<file path="config.mk">
export PLATFORM = sky130hd
export DESIGN_NAME = pwr_fail_ctrl
export DESIGN_NICKNAME = d
export VERILOG_FILES = /design/src/rtl/pfc_pkg.sv /design/src/rtl/pfc_debounce.sv /design/src/rtl/pfc_status.sv /design/src/rtl/pfc_timesave.sv /design/src/rtl/pwr_fail_ctrl.sv
export SDC_FILE = /design/constraint.sdc
export NUM_CORES = 1
export LEC_CHECK = 0
export ABC_AREA = 1
export CAP_MARGIN = 20
export CORE_ASPECT_RATIO = 1.5
export CORE_MARGIN = 4
export CORE_UTILIZATION = 44
export DETAILED_ROUTE_END_ITERATION = 12
export DONT_BUFFER_PORTS = 1
export PLACE_DENSITY = 0.61
export SLEW_MARGIN = 20
export SYNTH_ARGS = -nofsm -noshare
export SYNTH_HDL_FRONTEND = slang
export SYNTH_SLANG_ARGS = --single-unit
</file>
<file path="constraint.sdc">
create_clock -name clk -period 3.2 [get_ports clk]
set_clock_uncertainty 0.05 [all_clocks]
set_input_delay 0.32 -clock clk [delete_from_list [all_inputs] [get_ports clk]]
set_output_delay 0.32 -clock clk [all_outputs]
set_load 0.05 [all_outputs]
</file>
<file path="src/rtl/pfc_pkg.sv">
package pfc_pkg;
  localparam int ST_W       = 4;
  localparam int ST_IRQ     = 0;
  localparam int ST_COLD    = 1;
  localparam int ST_SYSPWR  = 2;
  localparam int ST_LOWBAT  = 3;
endpackage

</file>
<file path="src/rtl/pfc_debounce.sv">
module pfc_debounce #(
  parameter int DEB_W = 8
) (
  input  logic             clk,
  input  logic             rst_n,
  input  logic             raw,
  input  logic [DEB_W-1:0] len,
  output logic             q,
  output logic             q_nxt,
  output logic             rise,
  output logic             fall
);
  logic [DEB_W-1:0] cnt;
  logic             differ;
  logic             hit;

  // A mismatch seen on this edge completes the window when count+1 reaches the length.
  function automatic logic deb_hit(input logic [DEB_W-1:0] c, input logic [DEB_W-1:0] l);
    logic [DEB_W:0] tgt;
    tgt = (l == '0) ? {{DEB_W{1'b0}}, 1'b1} : {1'b0, l};
    return ({1'b0, c} + 1'b1) >= tgt;
  endfunction

  assign differ = (raw != q);
  assign hit    = differ && deb_hit(cnt, len);
  assign q_nxt  = hit ? raw : q;
  assign rise   = hit & raw;
  assign fall   = hit & ~raw;

  always_ff @(posedge clk or negedge rst_n) begin
    if (!rst_n) begin
      q   <= 1'b0;
      cnt <= '0;
    end else begin
      q <= q_nxt;
      if (!differ || hit) cnt <= '0;
      else                cnt <= cnt + 1'b1;
    end
  end

  // the filtered state only moves toward the value the input held last edge
  a_r2_follow_raw: assert property (@(posedge clk) disable iff (!rst_n)
    !$stable(q) |-> (q == $past(raw)));
  // a matching input never leaves a count pending
  a_r2_cnt_clear: assert property (@(posedge clk) disable iff (!rst_n)
    (raw == q) |=> (cnt == '0));
endmodule

</file>
<file path="src/rtl/pfc_status.sv">
module pfc_status
  import pfc_pkg::*;
(
  input  logic            clk,
  input  logic            rst_n,
  input  logic            cold_boot,
  input  logic            pf_rise,
  input  logic            pf_fall,
  input  logic            low_bat,
  input  logic            clr_we,
  input  logic [ST_W-1:0] clr_mask,
  output logic [ST_W-1:0] stat
);
  logic            first_q;
  logic [ST_W-1:0] set_v;
  logic [ST_W-1:0] clr_v;

  always_comb begin
    set_v             = '0;
    set_v[ST_IRQ]     = pf_rise;
    set_v[ST_COLD]    = first_q & cold_boot;
    set_v[ST_SYSPWR]  = pf_fall;
    set_v[ST_LOWBAT]  = low_bat;
    clr_v             = clr_we ? clr_mask : '0;
  end

  always_ff @(posedge clk or negedge rst_n) begin
    if (!rst_n) begin
      stat    <= '0;
      first_q <= 1'b1;
    end else begin
      first_q <= 1'b0;
      stat    <= (stat & ~clr_v) | set_v;
    end
  end

  // the interrupt bit holds until an accepted clear
  a_r4_irq_sticky: assert property (@(posedge clk) disable iff (!rst_n)
    (stat[ST_IRQ] && !clr_v[ST_IRQ]) |=> stat[ST_IRQ]);
  // low battery input is recorded on the next edge
  a_r10_lowbat_set: assert property (@(posedge clk) disable iff (!rst_n)
    low_bat |=> stat[ST_LOWBAT]);
  // the cold-start bit can only appear on the first cycle after reset
  a_r9_cold_once: assert property (@(posedge clk) disable iff (!rst_n)
    (!stat[ST_COLD] && !first_q) |=> !stat[ST_COLD]);
endmodule

</file>
<file path="src/rtl/pfc_timesave.sv">
module pfc_timesave #(
  parameter int TIME_W = 32
) (
  input  logic              clk,
  input  logic              rst_n,
  input  logic              bat_above,
  input  logic              pf_hold_nxt,
  input  logic              pf_fall,
  input  logic              ts_en,
  input  logic [TIME_W-1:0] time_i,
  output logic              bat_sel,
  output logic [TIME_W-1:0] saved,
  output logic              snap
);
  logic bat_d;
  logic armed;

  assign snap = bat_above & ~bat_d & ts_en & armed;

  always_ff @(posedge clk or negedge rst_n) begin
    if (!rst_n) begin
      bat_d   <= 1'b0;
      armed   <= 1'b1;
      bat_sel <= 1'b0;
      saved   <= '0;
    end else begin
      bat_d   <= bat_above;
      bat_sel <= bat_above | (bat_sel & pf_hold_nxt);
      if (snap) saved <= time_i;
      if (pf_fall)   armed <= 1'b1;
      else if (snap) armed <= 1'b0;
    end
  end

  // battery above main moves the select on the next edge
  a_r6_batsel: assert property (@(posedge clk) disable iff (!rst_n)
    bat_above |=> bat_sel);
  // one capture per event
  a_r7_snap_once: assert property (@(posedge clk) disable iff (!rst_n)
    (snap && !pf_fall) |=> !armed);
  // the saved time only changes while time-save was enabled
  a_r8_need_en: assert property (@(posedge clk) disable iff (!rst_n)
    !$stable(saved) |-> $past(ts_en));
endmodule

</file>
<file path="src/rtl/pwr_fail_ctrl.sv">
module pwr_fail_ctrl
  import pfc_pkg::*;
#(
  parameter int TIME_W  = 32,
  parameter int DEB_W   = 8,
  parameter int DEB_RST = 4
) (
  input  logic                clk,
  input  logic                rst_n,
  input  logic                cold_boot,
  input  logic                main_fail_i,
  input  logic                bat_above_i,
  input  logic                bat_low_i,
  input  logic [TIME_W-1:0]   time_i,
  input  logic                host_we,
  input  logic                host_sel,
  input  logic [DEB_W+7:0]    host_wdata,
  output logic                irq_o,
  output logic                lockout_o,
  output logic                bat_sel_o,
  output logic [ST_W-1:0]     status_o,
  output logic                ts_en_o,
  output logic [DEB_W-1:0]    deb_len_o,
  output logic [TIME_W-1:0]   saved_time_o
);
  localparam logic [DEB_W-1:0] DEB_INIT = DEB_W'(DEB_RST);

  logic pf_q, pf_nxt, pf_rise, pf_fall;
  logic host_ok, ctrl_wr, stat_clr;
  logic snap_evt;
  logic ts_en;
  logic [DEB_W-1:0] deb_len;

  assign host_ok  = host_we & ~pf_q;
  assign ctrl_wr  = host_ok & host_sel;
  assign stat_clr = host_ok & ~host_sel;

  always_ff @(posedge clk or negedge rst_n) begin
    if (!rst_n) begin
      ts_en   <= 1'b0;
      deb_len <= DEB_INIT;
    end else if (ctrl_wr) begin
      ts_en   <= host_wdata[0];
      deb_len <= host_wdata[DEB_W+7:8];
    end
  end

  pfc_debounce #(.DEB_W(DEB_W)) u_deb (
    .clk(clk), .rst_n(rst_n), .raw(main_fail_i), .len(deb_len),
    .q(pf_q), .q_nxt(pf_nxt), .rise(pf_rise), .fall(pf_fall)
  );

  pfc_status u_stat (
    .clk(clk), .rst_n(rst_n), .cold_boot(cold_boot),
    .pf_rise(pf_rise), .pf_fall(pf_fall), .low_bat(bat_low_i),
    .clr_we(stat_clr), .clr_mask(host_wdata[ST_W-1:0]), .stat(status_o)
  );

  pfc_timesave #(.TIME_W(TIME_W)) u_ts (
    .clk(clk), .rst_n(rst_n), .bat_above(bat_above_i),
    .pf_hold_nxt(pf_nxt), .pf_fall(pf_fall), .ts_en(ts_en),
    .time_i(time_i), .bat_sel(bat_sel_o), .saved(saved_time_o),
    .snap(snap_evt)
  );

  assign lockout_o = pf_q;
  assign irq_o     = status_o[ST_IRQ];
  assign ts_en_o   = ts_en;
  assign deb_len_o = deb_len;

  // control state cannot move while locked
  a_r3_lock_ctrl: assert property (@(posedge clk) disable iff (!rst_n)
    lockout_o |=> $stable({ts_en, deb_len}));
  // entering lockout always comes with the interrupt
  a_r4_irq_with_lock: assert property (@(posedge clk) disable iff (!rst_n)
    $rose(lockout_o) |-> irq_o);
  // leaving lockout always records system power
  a_r5_syspwr: assert property (@(posedge clk) disable iff (!rst_n)
    $fell(lockout_o) |-> status_o[ST_SYSPWR]);
endmodule

</file>
# [Word-level counts from Yosys, hierarchy flattened]
# Index checks and enable logic that the tools add are counted.
[classes] n_addsub=2 n_lt_le_gt_ge=1 eq_ne=1 bitwise_logic=18 n_mux=6 reduce_logical=5
[ops] cell="$mux W8" count=2
[ops] cell="$and A1 B1 Y1" count=10
[ops] cell="$add A8 B1 Y9 const B" count=1
[ops] cell="$ge A9 B9 Y1" count=1
[ops] cell="$add A8 B1 Y8 const B" count=1
[ops] cell="$logic_not A8 Y1" count=1
[ops] cell="$and A4 B4 Y4" count=1
[ops] cell="$mux W4" count=1
[ops] cell="$not A1 Y1" count=4
[ops] cell="$not A4 Y4" count=1
[ops] cell="$or A4 B4 Y4" count=1
[ops] cell="$mux W1" count=3
[ops] cell="$reduce_bool A2 Y1" count=1
[ops] cell="$logic_and A1 B1 Y1" count=1
[ops] cell="$logic_not A1 Y1" count=1
[ops] cell="$logic_or A1 B1 Y1" count=1
[ops] cell="$ne A1 B1 Y1" count=1
[ops] cell="$or A1 B1 Y1" count=1
[word_totals] out_inout_bits=48 word_cells=43 input_bits=56 reg_bits=58

# [Depth between registers and ports, before layout]
[logic_depth] depth_word=7 ltp_mapped=18 mapped_depth_nobuf=18

# [Modules after synthesis]
# From an unflattened synthesis, not the netlist that was laid out.
[hier_totals] cells_unflattened=307 area_unflattened_um2=2721.4
[modules_own_cells] mod="pfc_timesave" seq_area_each_um2=877.1 area_each_um2=1400.1 instances=1 cells_each=149
[modules_own_cells] mod="pfc_debounce" seq_area_each_um2=225.2 area_each_um2=718.2 instances=1 cells_each=92
[modules_own_cells] mod="pwr_fail_ctrl" seq_area_each_um2=226.5 area_each_um2=412.9 instances=1 cells_each=44
[modules_own_cells] mod="pfc_status" seq_area_each_um2=126.4 area_each_um2=190.2 instances=1 cells_each=22

# [Worst setup path before layout]
# No wires, ideal clock.
[synth_path] path_kind="register -> register" start="register deb_len[1], in the netlist deb_len_o[1]" end="register u_ts.bat_sel" period_less_slack_ns=2.100 t_required_ns=3.031 path_buffers=0 slack_ns=1.100 stages_incl_launch_ff=16 arrival_time_ns=1.931 setup_ns=0.119 cell_sequence="dfrtp_1 -> nor4_1 -> a41o_1 -> ha_1 -> inv_1 -> nand2_1 -> nand2_1 -> nand3_1 -> nand2_1 -> nand2_1 -> nand2_1 -> nand2_2 -> nand2_2 -> nand2_2 -> nand2_1 -> nand2_1"
[synth_via] elab_chain_cells=7
[synth_rtl] element="start: declaration" line_no="pwr_fail_ctrl.sv:32" source="logic [DEB_W-1:0] deb_len;"
[synth_rtl] element="start signal: assignment" line_no="pwr_fail_ctrl.sv:44" source="deb_len <= host_wdata[DEB_W+7:8];"
[synth_rtl] element="$logic_not A8 Y1" line_no="pfc_debounce.sv:20" source="tgt = (l == '0) ? {{DEB_W{1'b0}}, 1'b1} : {1'b0, l};"
[synth_rtl] element="$mux W8 (*)" line_no="pfc_debounce.sv:20"
[synth_rtl] element="$ge A9 B9 Y1 (*)" line_no="pfc_debounce.sv:21" source="return ({1'b0, c} + 1'b1) >= tgt;"
[synth_rtl] element="$logic_and A1 B1 Y1 (*)" line_no="pfc_debounce.sv:25" source="assign hit = differ && deb_hit(cnt, len);"
[synth_rtl] element="$mux W1 (*)" line_no="pfc_debounce.sv:26" source="assign q_nxt = hit ? raw : q;"
[synth_rtl] element="named net pf_nxt" line_no="pwr_fail_ctrl.sv:28" source="logic pf_q, pf_nxt, pf_rise, pf_fall;"
[synth_rtl] element="$and A1 B1 Y1 (*)" line_no="pfc_timesave.sv:28" source="bat_sel <= bat_above | (bat_sel & pf_hold_nxt);"
[synth_rtl] element="$or A1 B1 Y1 (*)" line_no="pfc_timesave.sv:28"
[synth_rtl] element="end signal: assignment" line_no="pfc_timesave.sv:28"
[synth_rtl] element="end: declaration" line_no="pfc_timesave.sv:11" source="output logic bat_sel,"
# The timed path passes the listed nets; every way through them passes the cells marked *.
# A chain may end at the register's enable or synchronous reset.

# [Final worst setup path]
[layout_path] start="register deb_len[7], in the netlist deb_len_o[7]" end="register u_deb.cnt[6]"
[layout_via] elab_chain_cells=6
[layout_rtl] element="$logic_not A8 Y1" line_no="pfc_debounce.sv:20"
[layout_rtl] element="$mux W8 (*)" line_no="pfc_debounce.sv:20"
[layout_rtl] element="$ge A9 B9 Y1 (*)" line_no="pfc_debounce.sv:21"
[layout_rtl] element="$logic_and A1 B1 Y1 (*)" line_no="pfc_debounce.sv:25"
[layout_rtl] element="$logic_or A1 B1 Y1 (*)" line_no="pfc_debounce.sv:36" source="if (!differ || hit) cnt <= '0;"
[layout_rtl] element="$mux W8 (*)" line_no="pfc_debounce.sv:36"
[layout_rtl] element="end signal: assignment" line_no="pfc_debounce.sv:37" source="else cnt <= cnt + 1'b1;"
[layout_rtl] element="end: declaration" line_no="pfc_debounce.sv:13" source="logic [DEB_W-1:0] cnt;"
# Mark *: on every way between the ends. The rest lies on a longest branch, timed or not.

==> flow_summary_export.csv <==
group,metric,value,unit
status,outcome,"finished clean",
synthesis,ys_async_sr_fraction,100,%
floorplan,design.core.area,5530,sq um
synthesis,yosysWarningCount,0,
power_and_ir_drop,internal-power,1.13,mW
setup_path,cp_common_cell,"nand2_1",
routing,firstDrtPassIters,4,
cts,cts_buffers,9,
timing,worst-slew-pin-transition,0.925,ns
finish,drive_gt1_share,13.4,%
synthesis,synthFlopType,"dfrtp_1",
cts,cts_setup_buffers,0,
timing,final_hold_viol_count,0,
min_path,hold_depth,2,
global_route,grt_overflow,0,
placement,place_inst,349,
setup_path,critPathArrivalTime,2.52,ns
placement,io_buffer_count,0,
floorplan,start_util,46.1,%
min_path,worstHoldStart,"bat_low_i",
timing,slew_viol_final,0,
cts,insertion_delay,0.33,ns
power_and_ir_drop,p_sw,0.311,mW
setup_path,r2r_cells,12,
finish,final_cells,368,
power_and_ir_drop,comb_power_share,2.5,%
routing,drc,0,
placement,dp_hpwl,3880,microns
power_and_ir_drop,power_frac_clock,46.0,%
synthesis,yosysSeqAreaShare,57.1,%
routing,wl,5300,microns
setup_path,startpoint_type,"flop",
setup_path,worstSetupPathType,"reg2reg",
global_route,grt_pass1_wl,8530,microns
cts,clock-sinks,58,
timing,fin_crit_sh,72.6,%
timing,setup_viol,0,
global_route,grt_pass1_vias,1781,
cts,clock-root-buffer,"clkbuf_8",
floorplan,die_area,7100,sq um
min_path,hold_class,"in2reg",
synthesis,synthDistinctLibCells,26,
finish,layout_common_cells,"nand2_1, dfrtp_1, inv_1",
placement,place_congestion,0.731,
setup_path,worstReg2RegStart,"deb_len_o[7]",
routing,post_drt_wl_per_cell,14.4,microns
timing,min_period,2.32,ns
routing,vias_per_cell,4.82,
floorplan,fp.dieH,101,microns
setup_path,worst-r2r-setup-slack,0.88,ns
power_and_ir_drop,leakagePower,1.61,nW
finish,final_common_cell,"nand2_1",
synthesis,avgSynthCellArea,8.95,sq um
cts,clk_pin_slew,0.06,ns
setup_path,r2r_end,"u_deb.cnt[6]",
setup_path,cp_slowest_cell,"dfrtp_1",
synthesis,syn-num-nets,350,
synthesis,synth-edff-count,0,
setup_path,path_buf_inv,2,
power_and_ir_drop,swShare,21.6,%
finish,layout.nets,358,
setup_path,crit_path_max_fanout,8,
synthesis,synth_area,2550,sq um
setup_path,startpoint,"deb_len_o[7]",
power_and_ir_drop,powerDensity,505,nW/um^2
global_route,antenna_found_initial,0,
timing,rsz0062_at_grt,"no",
placement,dpl_cell_area,2610,sq um
cts,cts_buffer_depth,2,
setup_path,cp_cell_sequence,"inv_1, a41o_1, ha_1, inv_1, nand2_1, nand2_1, nand3_1, nand2_1, nand2_1, nand2_1, nand4_2, nor2_1",
setup_path,critical-path-top-delay-family,"simple AND/OR/NAND/NOR gates",
floorplan,rows,33,
global_route,grtUsageTotal,15.6,%
routing,vias,1772,
routing,drt-initial-drc-count,65,
setup_path,required,3.40,ns
synthesis,ys_seq_elements,58,
flow_run,maxCapViolCount,0,
timing,tns,0,ns
finish,diodes,0,
floorplan,ios,104,
finish,design_area,2850,sq um
routing,ant_nets,0,
setup_path,cp-end-kind,"flop",
cts,h-tree-depth,3,
setup_path,slowest_delay,0.64,ns
cts,cts_tree,"built",
timing,max_clock_freq,430,MHz
power_and_ir_drop,peakVddDrop,396,uV
finish,area_growth,11.9,%
min_path,min_to,"u_stat.stat[3]",
power_and_ir_drop,power_frac_seq,51.5,%
global_route,grt_max_degree,59,
timing,max_slew_margin,38.3,%
synthesis,synthCells,285,
floorplan,die_x,70.2,microns
how the worst max path moves through the flow:
stage               slack, ns  cells after the start            to
finish                   0.88                     12  u_deb.cnt[6]
CTS                      0.83                     12  u_deb.cnt[6]
detailed placement       0.84                     12  u_deb.cnt[6]
global placement         0.90                     12  u_deb.cnt[3]
global route             0.70                     13  u_deb.cnt[6]
floorplan                1.10                     15  u_ts.bat_sel
cell type report:
| class | instances | area [sq um] |
|---|---|---|
| timing repair buffer | 5 | 62.6 |
| clock buffer | 11 | 141 |
| inverter | 31 | 116 |
| clock inverter | 5 | 53.8 |
| fill | 543 | 2680 |
| tap | 70 | 87.6 |
| sequential | 58 | 1460 |
| multi-input combinational | 188 | 936 |
routing by layer:
metal | global-route usage [%] | routed length (microns)
met5 | 0 | 0
met4 | 8.26 | 131
met3 | 6.06 | 525
met2 | 24.8 | 2550
met1 | 18.2 | 2100
worst reg2reg max path: stages, from the launching register on:
cell	delay, ns
dfrtp_1	0.64
inv_1	0.19
a41o_1	0.27
ha_1	0.26
inv_1	0.05
nand2_1	0.05
nand2_1	0.06
nand3_1	0.07
nand2_1	0.06
nand2_1	0.04
nand2_1	0.13
nand4_2	0.21
nor2_1	0.16
power by group through the flow:
stage	Sequential [mW]	Combinational (mW)	Clock [mW]
2_1_floorplan	0.755	0.0142	0
3_3_place_gp	0.755	0.0168	0
3_5_place_dp	0.755	0.0172	0
4_1_cts	0.742	0.0385	0.683
5_1_grt	0.741	0.0438	0.723
6_report	0.742	0.0362	0.662
logic make-up after synthesis:
logic type               count (synthesis)  share of synthesized area (%)
AO/OA/AOI/OAI                           18                           4.02
buffers and inverters                   39                           6.23
multiplexers                             1                          0.442
flip-flops                              58                           57.1
AND/OR/NAND/NOR                        154                           25.7
adder cells (fa/ha/maj)                  9                           4.42
XOR/XNOR                                 5                           2.01
other                                    1                          0.147
cells in the mapped netlist (2+ instances only):
master	number	share of area, %
nand2_1	119	18
inv_2	2	0.29
nand2_2	4	0.98
dfrtp_1	55	54
nand3_1	3	0.59
o21ai_0	6	1.2
xor2_1	4	1.4
nor2_4	2	0.88
a21oi_1	9	1.8
nand3_2	4	1.6
nor2_1	16	2.4
nor2_2	3	0.74
inv_1	29	4.3
ha_1	9	4.4
buf_2	7	1.4
dfstp_2	3	3.1
sequential cells by signal, indices dropped and copies added (netlist names):
| signal | cells |
|---|---|
| u_deb.q | 1 |
| deb_len_o | 8 |
| u_ts.bat_d | 1 |
| u_ts.armed | 1 |
| u_ts.bat_sel | 1 |
| ts_en_o | 1 |
| u_stat.first_q | 1 |
| u_deb.cnt | 8 |
| u_ts.saved | 32 |
| u_stat.stat | 4 |
per-stage QoR:
stage	util, %	hold WS [ns]	setup WS [ns]	power, mW
floorplan	-	-0.0256	1.10	0.769
global placement	47.2	-0.0230	0.897	0.772
detailed placement	47.2	-0.0238	0.844	0.773
CTS	51.6	0.0221	0.830	1.46
global route	51.6	0.0234	0.702	1.51
finish	51.6	0.0371	0.877	1.44
timing repair:
item / in CTS / in global routing
setup endpoints to repair: 0 / 0
hold buffers: 3 / 0
endpoints found under the hold margin: 59 / 0
gates resized for setup: 0 / 0
(Power assumes the default switching activity.)
